<file path="src/rtl/rtcw_pkg.sv">
package rtcw_pkg;
  localparam int ADDR_W  = 8;
  localparam int DATA_W  = 32;
  localparam int SEL_W   = 4;
  localparam int SEL_LSB = 8;

  localparam logic [ADDR_W-1:0] OFS_CTRL = 8'h00;
  localparam logic [ADDR_W-1:0] OFS_VAL  = 8'h04;
  localparam logic [ADDR_W-1:0] OFS_TOP  = 8'h08;
  localparam logic [ADDR_W-1:0] OFS_MSET = 8'h10;
  localparam logic [ADDR_W-1:0] OFS_MCLR = 8'h14;
  localparam logic [ADDR_W-1:0] OFS_MASK = 8'h18;
  localparam logic [ADDR_W-1:0] OFS_PEND = 8'h1C;
  localparam logic [ADDR_W-1:0] OFS_PCLR = 8'h20;

  localparam int CB_RUN  = 0;
  localparam int CB_DCLR = 1;
  localparam int CB_WRAP = 2;
endpackage

</file>
<file path="src/rtl/rtcw_regs.sv">
module rtcw_regs
  import rtcw_pkg::*;
#(
  parameter int AW = ADDR_W,
  parameter int DW = DATA_W,
  parameter int SW = SEL_W
) (
  input  logic          clk,
  input  logic          rst_n,
  input  logic          we,
  input  logic [AW-1:0] addr,
  input  logic [DW-1:0] wdata,
  output logic          run,
  output logic          wrap_on,
  output logic [SW-1:0] sel,
  output logic          div_clr,
  output logic          val_ld,
  output logic          mask_set,
  output logic          mask_clr,
  output logic          pend_clr,
  output logic [DW-1:0] top
);
  logic          ctrl_we, top_we;
  logic          run_n, wrap_n;
  logic [SW-1:0] sel_n;
  logic [DW-1:0] top_n;

  always_comb begin
    ctrl_we  = we && (addr == OFS_CTRL);
    top_we   = we && (addr == OFS_TOP);
    val_ld   = we && (addr == OFS_VAL);
    mask_set = we && (addr == OFS_MSET) && wdata[0];
    mask_clr = we && (addr == OFS_MCLR) && wdata[0];
    pend_clr = we && (addr == OFS_PCLR) && wdata[0];
    div_clr  = ctrl_we && wdata[CB_DCLR];
    run_n    = ctrl_we ? wdata[CB_RUN]  : run;
    wrap_n   = ctrl_we ? wdata[CB_WRAP] : wrap_on;
    sel_n    = ctrl_we ? wdata[SEL_LSB +: SW] : sel;
    top_n    = top_we  ? wdata : top;
  end

  always_ff @(posedge clk or negedge rst_n) begin
    if (!rst_n) begin
      run     <= 1'b0;
      wrap_on <= 1'b0;
      sel     <= '0;
      top     <= '0;
    end else begin
      run     <= run_n;
      wrap_on <= wrap_n;
      sel     <= sel_n;
      top     <= top_n;
    end
  end
endmodule

</file>
<file path="src/rtl/rtcw_divider.sv">
module rtcw_divider #(
  parameter int SW = 4,
  localparam int PW = 1 << SW
) (
  input  logic          clk,
  input  logic          rst_n,
  input  logic          run,
  input  logic          ref_tick,
  input  logic          clr,
  input  logic [SW-1:0] sel,
  output logic          adv
);
  logic [PW-1:0] cnt, cnt_n, span;

  always_comb begin
    for (int i = 0; i < PW; i++) span[i] = (i <= int'(sel));
    adv   = run && ref_tick && (&(cnt | ~span));
    cnt_n = cnt;
    if (clr)                  cnt_n = '0;
    else if (run && ref_tick) cnt_n = cnt + 1'b1;
  end

  always_ff @(posedge clk or negedge rst_n) begin
    if (!rst_n) cnt <= '0;
    else        cnt <= cnt_n;
  end
endmodule

</file>
<file path="src/rtl/rtcw_counter.sv">
module rtcw_counter #(
  parameter int DW = 32
) (
  input  logic          clk,
  input  logic          rst_n,
  input  logic          adv,
  input  logic          ld,
  input  logic [DW-1:0] ld_val,
  input  logic          wrap_on,
  input  logic [DW-1:0] top,
  output logic [DW-1:0] value,
  output logic          wrap_evt
);
  logic [DW-1:0] value_n;

  always_comb begin
    wrap_evt = 1'b0;
    value_n  = value;
    if (ld) begin
      value_n = ld_val;
    end else if (adv) begin
      if (wrap_on && (value == top)) begin
        value_n  = '0;
        wrap_evt = 1'b1;
      end else begin
        value_n = value + 1'b1;
      end
    end
  end

  always_ff @(posedge clk or negedge rst_n) begin
    if (!rst_n) value <= '0;
    else        value <= value_n;
  end
endmodule

</file>
<file path="src/rtl/rtcw_irq.sv">
module rtcw_irq (
  input  logic clk,
  input  logic rst_n,
  input  logic evt,
  input  logic mask_set,
  input  logic mask_clr,
  input  logic pend_clr,
  output logic pend,
  output logic mask,
  output logic irq
);
  logic pend_n, mask_n;

  always_comb begin
    pend_n = evt ? 1'b1 : (pend_clr ? 1'b0 : pend);
    mask_n = mask_clr ? 1'b0 : (mask_set ? 1'b1 : mask);
    irq    = pend & mask;
  end

  always_ff @(posedge clk or negedge rst_n) begin
    if (!rst_n) begin
      pend <= 1'b0;
      mask <= 1'b0;
    end else begin
      pend <= pend_n;
      mask <= mask_n;
    end
  end
endmodule

</file>
<file path="src/rtl/rtc_topwrap.sv">
module rtc_topwrap
  import rtcw_pkg::*;
(
  input  logic              clk,
  input  logic              rst_n,
  input  logic              ref_tick,
  input  logic              bus_we,
  input  logic [ADDR_W-1:0] bus_addr,
  input  logic [DATA_W-1:0] bus_wdata,
  output logic [DATA_W-1:0] bus_rdata,
  output logic              irq
);
  logic [1:0]        rst_q;
  logic              rst_ni;
  logic              run, wrap_on, div_clr, val_ld;
  logic              mask_set, mask_clr, pend_clr;
  logic [SEL_W-1:0]  sel;
  logic [DATA_W-1:0] top, value;
  logic              adv, wrap_evt, pend, mask;

  always_ff @(posedge clk or negedge rst_n) begin
    if (!rst_n) rst_q <= 2'b00;
    else        rst_q <= {rst_q[0], 1'b1};
  end
  assign rst_ni = rst_q[1];

  rtcw_regs #(.AW(ADDR_W), .DW(DATA_W), .SW(SEL_W)) u_regs (
    .clk(clk), .rst_n(rst_ni), .we(bus_we), .addr(bus_addr), .wdata(bus_wdata),
    .run(run), .wrap_on(wrap_on), .sel(sel), .div_clr(div_clr), .val_ld(val_ld),
    .mask_set(mask_set), .mask_clr(mask_clr), .pend_clr(pend_clr), .top(top)
  );

  rtcw_divider #(.SW(SEL_W)) u_div (
    .clk(clk), .rst_n(rst_ni), .run(run), .ref_tick(ref_tick),
    .clr(div_clr), .sel(sel), .adv(adv)
  );

  rtcw_counter #(.DW(DATA_W)) u_cnt (
    .clk(clk), .rst_n(rst_ni), .adv(adv), .ld(val_ld), .ld_val(bus_wdata),
    .wrap_on(wrap_on), .top(top), .value(value), .wrap_evt(wrap_evt)
  );

  rtcw_irq u_irq (
    .clk(clk), .rst_n(rst_ni), .evt(wrap_evt), .mask_set(mask_set),
    .mask_clr(mask_clr), .pend_clr(pend_clr), .pend(pend), .mask(mask), .irq(irq)
  );

  always_comb begin
    bus_rdata = '0;
    case (bus_addr)
      OFS_CTRL: begin
        bus_rdata[CB_RUN]             = run;
        bus_rdata[CB_WRAP]            = wrap_on;
        bus_rdata[SEL_LSB +: SEL_W]   = sel;
      end
      OFS_VAL:  bus_rdata = value;
      OFS_TOP:  bus_rdata = top;
      OFS_MASK: bus_rdata[0] = mask;
      OFS_PEND: bus_rdata[0] = pend;
      default:  bus_rdata = '0;
    endcase
  end
endmodule

</file>
<file path="config.mk">
export PLATFORM = sky130hd
export DESIGN_NAME = rtc_topwrap
export DESIGN_NICKNAME = d
export VERILOG_FILES = /design/src/rtl/rtcw_pkg.sv /design/src/rtl/rtcw_regs.sv /design/src/rtl/rtcw_divider.sv /design/src/rtl/rtcw_counter.sv /design/src/rtl/rtcw_irq.sv /design/src/rtl/rtc_topwrap.sv
export SDC_FILE = /design/constraint.sdc
export NUM_CORES = 1
export LEC_CHECK = 0
export ABC_AREA = 1
export BUFFER_PORTS_ARGS = -buffer_cell sky130_fd_sc_hd__clkbuf_2
export CORE_ASPECT_RATIO = 0.5
export CORE_MARGIN = 3
export CORE_UTILIZATION = 55
export CTS_BUF_LIST = sky130_fd_sc_hd__clkbuf_4
export DETAILED_ROUTE_END_ITERATION = 7
export PLACE_DENSITY = 0.79
export SETUP_SLACK_MARGIN = 0.5
export SYNTH_ARGS = -nofsm -noshare
export SYNTH_HDL_FRONTEND = slang
export SYNTH_SLANG_ARGS = --single-unit
</file>
<file path="constraint.sdc">
create_clock -name clk -period 2.8 [get_ports clk]
set_clock_uncertainty 0.05 [all_clocks]
set_input_delay 0 -clock clk [delete_from_list [all_inputs] [get_ports clk]]
set_output_delay 0 -clock clk [all_outputs]
set_load 0.02 [all_outputs]
</file>
Word level (Yosys, flattened, before mapping)
Index checks and enable logic that the tools add are counted.
Storage, ports and cells
  bits in registers: 90
  output and inout port bits: 33
Cells by class
  $add $sub $neg: 2
  magnitude comparators: 15
  equality and inequality tests: 8
  multiplexer cells: 18
  bitwise operators: 3
  reduce and logical (&&, ||, !) cells: 19
Operators by type and width (number)
  2-to-1 mux 32 bit: 3
  one-hot mux 20 bit (2 select lines): 1
  adder 32 x 1 -> 32 bit (second input constant): 1
  == test 32 bit: 1
  == test 8 x 5 -> 1 bit (second input constant): 4
  <= comparator 4 bit (first input constant): 8
  2-to-1 mux 16 bit: 2
  adder 16 x 1 -> 16 bit (second input constant): 1
  <= comparator 3 x 4 -> 1 bit (first input constant): 4
  inverter 16 bit: 1
  OR 16 bit: 1
  AND reduction 16 bit: 1
  logical AND 1 bit: 13
  one-hot mux 4 bit (3 select lines): 1
  one-hot mux 5 bit (2 select lines): 1
  == test 8 x 3 -> 1 bit (second input constant): 1
  == test 8 x 4 -> 1 bit (second input constant): 1
  == test 8 x 6 -> 1 bit (second input constant): 1
  <= comparator 2 x 4 -> 1 bit (first input constant): 2
  logical NOT 8 bit: 1
  nonzero test 2 bit: 4
  2-to-1 mux 1 bit: 7
  one-hot mux 1 bit (5 select lines): 1
  <= comparator 1 x 4 -> 1 bit (first input constant): 1
  other kinds (3): 3

Longest topological paths before layout
Gate-level depths: netlist of the first run.
  word-level depth: 8
  depth in mapped cells: 14
  depth with buffers taken out: 13

By module
A second synthesis of the first run with hierarchy kept.
Second synthesis, totals
  cell total of the unflattened synthesis: 1014
  area, all modules: 6672.6 µm²
By module, submodules not included
  rtcw_counter: instances 1, cells an instance 494, area each 3061.7 µm², seq. area each 800.8 µm²
  rtcw_regs: instances 1, cells an instance 197, area each 1726.7 µm², seq. area each 950.9 µm²
  rtcw_divider: instances 1, cells an instance 167, area each 1056.0 µm², seq. area each 400.4 µm²
  rtc_topwrap: instances 1, cells an instance 146, area each 748.2 µm², seq. area each 50.0 µm²
  rtcw_irq: instances 1, cells an instance 10, area each 80.1 µm², seq. area each 50.0 µm²

Least setup slack after synthesis of the first run
Ideal clock, no wire load.
  path kind: flip-flop to flip-flop
  start: reg u_cnt.value[1]
  end: reg u_cnt.value[24]
  setup time: 0.117 ns
  arrival: 1.455 ns
  required time: 2.633 ns
  slack: 1.178 ns
  cell stages (with the launch flop): 13
  clock period less this slack: 1.622 ns
  cell sequence: dfrtp_1 ha_1 nand2_1 nor2_1 nand2_1 nor2_1 nand2_1 nor2_1 nand2_1 nand2_1 inv_1 nand3_1 nand2_1
On the way
  word-level cells in the longest chain between the ends: 5
  elaborated cells between the ends (all ways): 6
  those cells by class: add/sub: 1; eq/ne: 1; mux: 3; reduce/logical: 1
RTL lines
  from (decl): line rtcw_counter.sv:11  | output logic [DW-1:0] value,
  from (signal assigned): line rtcw_counter.sv:33  | else value <= value_n;
  branches (longest 2 deep; another with adder 32 x 1 -> 32 bit)
  2-to-1 mux 32 bit *: line rtcw_counter.sv:22  | if (wrap_on && (value == top)) begin
  2-to-1 mux 32 bit *: line rtcw_counter.sv:21  | end else if (adv) begin
  2-to-1 mux 32 bit *: line rtcw_counter.sv:19  | if (ld) begin
Mark *: on every way between the ends. The select of a mux whose other input is x is not followed.
A chain may end at the register's enable or synchronous reset.

Worst setup path in the final report of the first run
  start: in bus_addr[5]
  end: out bus_rdata[10]
On the way
  word-level cells in the longest chain between the ends: 2
  elaborated cells between the ends (all ways): 4
  those cells by class: eq/ne: 2; mux: 1; reduce/logical: 1
RTL lines
  from (decl): line rtc_topwrap.sv:8  | input logic [ADDR_W-1:0] bus_addr,
  == test 8 x 4 -> 1 bit (tied with other cells): line rtc_topwrap.sv:50  | case (bus_addr)
  one-hot mux 4 bit (3 select lines) *: line rtc_topwrap.sv:50
  to (decl): line rtc_topwrap.sv:10  | output logic [DATA_W-1:0] bus_rdata,
Mark *: on every way between the ends. The rest lies on a longest branch, timed or not.

==> implementation parameters, run 1 <==
Parameter                              Value

Clock network
  CTS sink count    90
  CTS Buf Count    9
  Htree depth    3
  CTS clock-pin slew for the worst setup and hold paths    about 160 ps
  Buffers from clock root to sink, at most    2
  CTS tree    yes
  Post-CTS setup repair buffer count    0
  Insertion delay to the later sink of the worst-skew pair    470 ps
  CTS Root Cell    sky130_fd_sc_hd__clkbuf_4

Timing
  Final critical-path setup slack    528 ps
  Worst hold slack after final layout    120 ps
  Setup TNS    0 ps
  Slew HR    between 40% and 50%
  Final period utilization    between 80 and 90%
  Fmax    approximately 440 MHz
  RSZ-0062 raised after global routing    true
  Number of pins with negative max-slew slack in the final report    0
  Final setup violation count    0
  Least-Margin Pin Slew    roughly 770 ps
  Minimum period implied by the final worst setup slack    between 2000 and 2500 ps
  Final-report hold violation count    0

Floorplanning
  Die height    82.3 um
  Row Count    27
  Effective utilization at floorplan    a little under three fifths
  CORE AREA    between 0.01 and 0.015 mm^2
  Ports placed on the boundary    77
  Horizontal die dimension    ~160 um
  Full die area    0.0130 mm^2

Finish
  Share of post-route cells with drive strength above 1    11.6%
  Total of fill cells in the finished design    about 1,100
  Cell area after layout    0.00750 mm^2
  Layout Nets    1,154
  Non-filler instance count after layout    roughly 1,300
  Share of the core filled with cells    between 60% and 70%
  Area taken by multi-input logic gates    roughly 0.0034 mm^2
  FF+latch area    between 0.002 and 0.0025 mm^2
  Synthesis-to-finish area growth    17.2%
  Commonest non-fill, non-tap cell in the layout    sky130_fd_sc_hd__nand2_1
  Number of diodes    0
  Highest-count cells in the layout ignoring fill and taps    sky130_fd_sc_hd__nand2_1, sky130_fd_sc_hd__inv_1, sky130_fd_sc_hd__nor2_1

Min path
  End of the worst hold path    u_regs.sel[1]
  Min-Delay Path Class    input port to register
  Cell depth of the worst min-delay path    4
  Hold Startpoint    bus_we

Synth
  Sequential cell area fraction in the yosys report    a little over a third
  Flop and latch count out of synthesis    90
  Distinct cells, synth    41
  Cell area after synthesis    around 0.0064 mm^2
  Ranking of synthesized cells by area    sky130_fd_sc_hd__dfrtp_1, sky130_fd_sc_hd__nand2_1, sky130_fd_sc_hd__inv_1
  Instance count of the mapped netlist    1,002
  Synthesized net count    1,048
  Yosys warns    0
  Portion of synthesized cell area occupied by the leading cell type    35.2%
  Cell type with the largest total area after synthesis    sky130_fd_sc_hd__dfrtp_1
  Average instance area after synthesis    6.39 um^2

Route
  Number of iterations in the first detailed-routing pass    5
  Number of remaining DRC errors    0
  Met1 routed wirelength after detailed routing    9090 um
  Overall via count from detail_route    between 6,000 and 7,000
  Routed WL per cell    around 16 um
  Count of routing violations after the opening detailed-route iteration    802
  Detailed-route wire length    20,300 um
  Number of nets with antenna violations after routing    0
  Max Used Layer    met4
  Met2 WL post-DR    between 8000 and 9000 um
  Mean number of vias per cell    5.32
  Met3 wire length    1990 um

Critical path
  CP Data Required Time    approximately 2800 ps
  Arr. time, crit path    roughly 2200 ps
  Reg2Reg Launch Point    u_cnt.value[9]
  Largest fanout on the critical path    27
  Startpoint type of the worst setup path    input port
  Flop2flop setup slack    approximately 700 ps
  Kind of end point of the critical path    primary output
  Crit-path slowest cell    sky130_fd_sc_hd__dlygate4sd3_1
  Cells along the critical path    dlygate4sd3_1 -> clkbuf_2 -> or2_4 -> nor2_8 -> nand2_1 -> buf_4 -> inv_1 -> buf_4 -> nand2_1 -> o221ai_1 -> clkbuf_2
  Count of cells along the worst register-to-register path    9
  Reg2reg end    u_cnt.value[2]
  Largest incremental delay on the critical path    around 530 ps
  Critical path class    input port to primary output

Power
  Max IR drop VDD    0.000248 V
  Static leakage    just under 4 nW
  Total power draw    between 3 and 4 mW
  Pwr Density    400 mW/mm^2

Status
  Result of the run    completed

Place
  Detail Placement HPWL    approximately 14,000 um
  Cell area after placement    roughly 0.0069 mm^2
  Total of buffers placed on input and output ports    76
  Number of placed cells counting well taps    1,213
  Routability-driven placement congestion ratio    around 0.94
  Setup slack after placement    529 ps

Global route
  All-Layer GR Usage    about a third
  Number of antenna violations at the first check in global routing    0
  Maximum number of pins on one net before global-route repair    61
  Number of global-route vias before repair    about 6,300
  Grt ovf    0
  First-pass GRT wire length    around 32,000 um

Run
  Max capacitance violation total    0
-- flip-flops by register name (all words and copies together) (netlist names) --
register	cells
u_irq.pend	1
u_cnt.value	32
u_div.cnt	16
u_regs.top	32
u_regs.sel	4
u_regs.wrap_on	1
rst_q	2
u_irq.mask	1
u_regs.run	1
-- cells in the mapped netlist (all sizes together) --
master / count
or2: 2
nor2: 123
inv: 155
dfrtp: 90
nand4: 10
o221ai: 5
a21oi: 29
buf: 18
xnor2: 4
o22ai: 23
ha: 2
a211oi: 1
clkbuf: 15
a31oi: 1
nor4: 3
and2: 2
xor2: 30
mux2: 1
conb: 1
nand2: 344
nand3b: 2
nand3: 89
a32o: 1
o32ai: 1
o21ai: 35
nor3: 14
nor3b: 1
-- critical path: cells and delay by family --
| family | cells | cell delay [ps] |
|---|---|---|
| AOI/OAI and AO/OA | 1 | 120 |
| buffers and inverters | 6 | 1530 |
| and+or+nand+nor | 4 | 570 |
-- where the power goes --
group / total [mW] / switching, mW / internal, mW
clock network: 0.871 / 0.495 / 0.376
registers: 1.54 / 0.143 / 1.40
logic: 0.589 / 0.357 / 0.232
total: 3.00 / 0.995 / 2.01
-- final cells by class --
cell class                      count  share of cell area (%)
Sequential cell                    90                    30.1
Inverter                          155                    7.82
Clock inverter                      6                    1.20
Clock buffer                       10                    1.00
Multi-Input combinational cell    724                    45.4
Tap cell                          159                    2.65
Timing Repair Buffer              128                    11.9
-- how the worst max path moves through the flow --
stage / depth (start not counted) / endpoint / slack [ps] / from
after floorplan: 12 / u_cnt.value[24] / 1180 / u_cnt.value[1]
after global placement: 11 / u_cnt.value[25] / 560 / u_regs.sel[1]
after detailed placement: 11 / u_cnt.value[25] / 530 / u_regs.sel[1]
after CTS: 9 / u_regs.top[11] / 520 / bus_addr[5]
after global routing: 10 / bus_rdata[9] / 470 / bus_addr[2]
final: 11 / bus_rdata[10] / 530 / bus_addr[5]
-- per-layer routing --
layer,vias up,track usage (%)
met5,-,0
li1,3329,-
met4,0,7.30
met3,18,8.75
met1,3111,44.6
met2,303,49.9
-- what timing repair did --
item	CTS	global route
hold buffers	43	0
endpoints found under the setup margin	1	54
endpoints found under the hold margin	85	0
resized for setup	1	2
-- cells by family after synthesis --
family                   count (synthesis)  synth area share [%]
AND/OR/NAND/NOR                        590                  39.4
XOR/XNOR                                34                  4.65
adder cells (fa/ha/maj)                  2                 0.391
other                                    1                0.0586
buffers and inverters                  188                  11.7
AO/OA/AOI/OAI                           96                  8.45
flip-flops                              90                  35.2
multiplexers                             1                 0.176
No activity file was read; power rests on OpenSTA's default activity.
==> inputs of run 2 (changes only) <==
==> constraint.sdc (replaced) <==
create_clock -name clk -period 2.08 [get_ports clk]
set_clock_uncertainty 0.05 [all_clocks]
set_input_delay 0 -clock clk [delete_from_list [all_inputs] [get_ports clk]]
set_output_delay 0 -clock clk [all_outputs]
set_load 0.02 [all_outputs]
==> run 2 against run 1 <==
Clock-buffer cell count decreased by 1. First-iteration DRC count increased by 24%. Wire length increased by 13%. Sequential cell count unchanged. Sequential share of layout area decreased by 3.2 points. Power increased by 36%. Register-to-register slack got worse by 440 ps. Largest cell class unchanged.
==> implementation parameters, run 2 (same netlist as run 1, synthesis figures left out) <==
Parameter                              Value

Global route
  Number of global-route vias before repair    6,707 (was 6,330)
  Maximum number of pins on one net before global-route repair    61 (unchanged)
  Grt ovf    0 (unchanged)
  All-Layer GR Usage    35.2% (was 31.9%)
  First-pass GRT wire length    34,900 um (was 32,300 um)
  Number of antenna violations at the first check in global routing    0 (unchanged)

Power
  Static leakage    4.31 nW (was 3.93 nW)
  Total power draw    4.08 mW (was 3.00 mW)
  Max IR drop VDD    0.000434 V (was 0.000248 V)
  Pwr Density    482 mW/mm^2 (was 400 mW/mm^2)

Timing
  Final setup violation count    0 (unchanged)
  Setup TNS    0 ps (unchanged)
  Minimum period implied by the final worst setup slack    ~1800 ps
  Number of pins with negative max-slew slack in the final report    0 (unchanged)
  RSZ-0062 raised after global routing    true (unchanged)
  Final-report hold violation count    0 (unchanged)
  Least-Margin Pin Slew    608 ps (was 769 ps)
  Slew HR    59.5% (was 48.6%)
  Fmax    around 540 MHz
  Final period utilization    roughly nine tenths

Place
  Detail Placement HPWL    15,300 um (was 14,300 um)
  Routability-driven placement congestion ratio    0.963 (was 0.943)
  Cell area after placement    0.00711 mm^2 (was 0.00690 mm^2)
  Total of buffers placed on input and output ports    76 (unchanged)

Route
  Mean number of vias per cell    5.48 (was 5.32)
  Number of nets with antenna violations after routing    0 (unchanged)
  Routed WL per cell    17.1 um (was 15.9 um)
  Number of remaining DRC errors    0 (unchanged)
  Number of iterations in the first detailed-routing pass    6 (was 5)
  Overall via count from detail_route    7,341 (was 6,761)
  Count of routing violations after the opening detailed-route iteration    992 (was 802)
  Detailed-route wire length    22,900 um (was 20,300 um)

Floorplanning
  Horizontal die dimension    159 um (unchanged)
  CORE AREA    0.0112 mm^2 (unchanged)
  Row Count    27 (unchanged)
  Effective utilization at floorplan    57.2% (unchanged)
  Die height    82.3 um (unchanged)
  Ports placed on the boundary    77 (unchanged)
  Full die area    0.0130 mm^2 (unchanged)

Critical path
  Reg2Reg Launch Point    u_cnt.value[24] (was u_cnt.value[9])
  Kind of end point of the critical path    register (was primary output)
  Largest fanout on the critical path    11 (was 27)
  Crit. Startpoint    u_cnt.value[24] (was bus_addr[5])
  Critical path class    register to register (was input port to primary output)
  Arr. time, crit path    2160 ps (was 2220 ps)
  CP Data Required Time    2400 ps (was 2750 ps)
  Startpoint type of the worst setup path    register (was input port)

Clock network
  CTS sink count    90 (unchanged)
  CTS clock-pin slew for the worst setup and hold paths    160 ps (about the same)
  Htree depth    3 (unchanged)
  Buffers from clock root to sink, at most    2 (unchanged)
  Insertion delay to the later sink of the worst-skew pair    480 ps (was 470 ps)
  CTS Buf Count    9 (unchanged)
  CTS Root Cell    sky130_fd_sc_hd__clkbuf_4 (unchanged)
  CTS tree    yes (unchanged)

Finish
  Synthesis-to-finish area growth    32.5% (was 17.2%)
  Commonest non-fill, non-tap cell in the layout    sky130_fd_sc_hd__nand2_1 (unchanged)
  Layout Nets    1,221 (was 1,154)
  Cell area after layout    0.00848 mm^2 (was 0.00750 mm^2)
  Number of diodes    0 (unchanged)
  Share of post-route cells with drive strength above 1    24.1% (was 11.6%)
  Highest-count cells in the layout ignoring fill and taps    sky130_fd_sc_hd__nand2_1, sky130_fd_sc_hd__inv_1, sky130_fd_sc_hd__nor2_1 (unchanged)
  Biggest regs    u_cnt.value x32, u_regs.top x32, u_div.cnt x16 (unchanged)

Run
  Max capacitance violation total    0 (unchanged)

Status
  Result of the run    completed (unchanged)

Min path
  Hold Startpoint    bus_we (unchanged)
  Min-Delay Path Class    input port to register (unchanged)
## run 2: cell count changes in the layout (fill, tap and decap cells not counted), sizes merged
cell and change:
buf +75, bufinv -2, clkbuf -9, clkinv +1
clkinvlp +1, inv +1
## run 2: cell type report
class | instances | area [um^2]
clock buffers | 9 | 67.6
clock inverters | 7 | 52.6
fillers | 885 | 2710
inverters | 155 | 593
multi-input cells | 724 | 3700
flip-flops and latches | 90 | 2280
well taps | 159 | 199
repair buffers | 195 | 1590
## run 2: metal layers
layer	track usage (%)	up-vias	share of wire, %
li1	-	3467	-
met1	47.9	3408	42
met2	57.4	424	46
met3	8.07	42	11
met4	8.93	0	1.9
met5	0	-	0
## run 2: what timing repair did
action                                  CTS  global route
pin swaps                                15            35
endpoints found under the hold margin    84             0
gates cloned                              5             0
endpoints found under the setup margin   43            59
gates resized for setup                  60            75
buffers inserted                         24            13
hold buffers                             43             0
## run 2: power breakdown
group	switching [mW]	total (mW)	internal, mW
registers	0.152	2.04	1.89
clock network	0.700	0.957	0.257
logic	0.636	1.09	0.449
total	1.49	4.08	2.59
## run 2: per-stage QoR
stage / worst slack (ps) / instances / util [%] / hold WS (ps)
final: 244 / 1339 / 75.8 / 154
after global routing: 145 / 1339 / 75.8 / 153
after CTS: 261 / 1326 / 73.0 / 43.1
after detailed placement: 165 / 1238 / 63.6 / -261
after global placement: 187 / 1238 / 63.6 / -261
after floorplan: 490 / 1002 / - / -346
## run 2: worst max-delay path: stages, from the launching register on
cell and delay, ps:
sky130_fd_sc_hd__dfrtp_1 460, sky130_fd_sc_hd__xnor2_2 190, sky130_fd_sc_hd__nand3_1 100, sky130_fd_sc_hd__nor2_1 140, sky130_fd_sc_hd__nand2_1 120, sky130_fd_sc_hd__nor2_2 180, sky130_fd_sc_hd__nand3_4 150, sky130_fd_sc_hd__buf_12 200
sky130_fd_sc_hd__nand3_1 80, sky130_fd_sc_hd__nand2_1 50
## run 2: worst paths after layout
path,end,slack (ps),cells after the start
setup / recovery,u_cnt.value[2],240,9
hold / removal,u_div.cnt[8],150,4
setup reg to reg,u_cnt.value[2],240,9
hold reg to reg,u_regs.top[9],220,0
max in group asynchronous,u_cnt.value[16],970,1
min in group asynchronous,u_regs.top[9],220,0
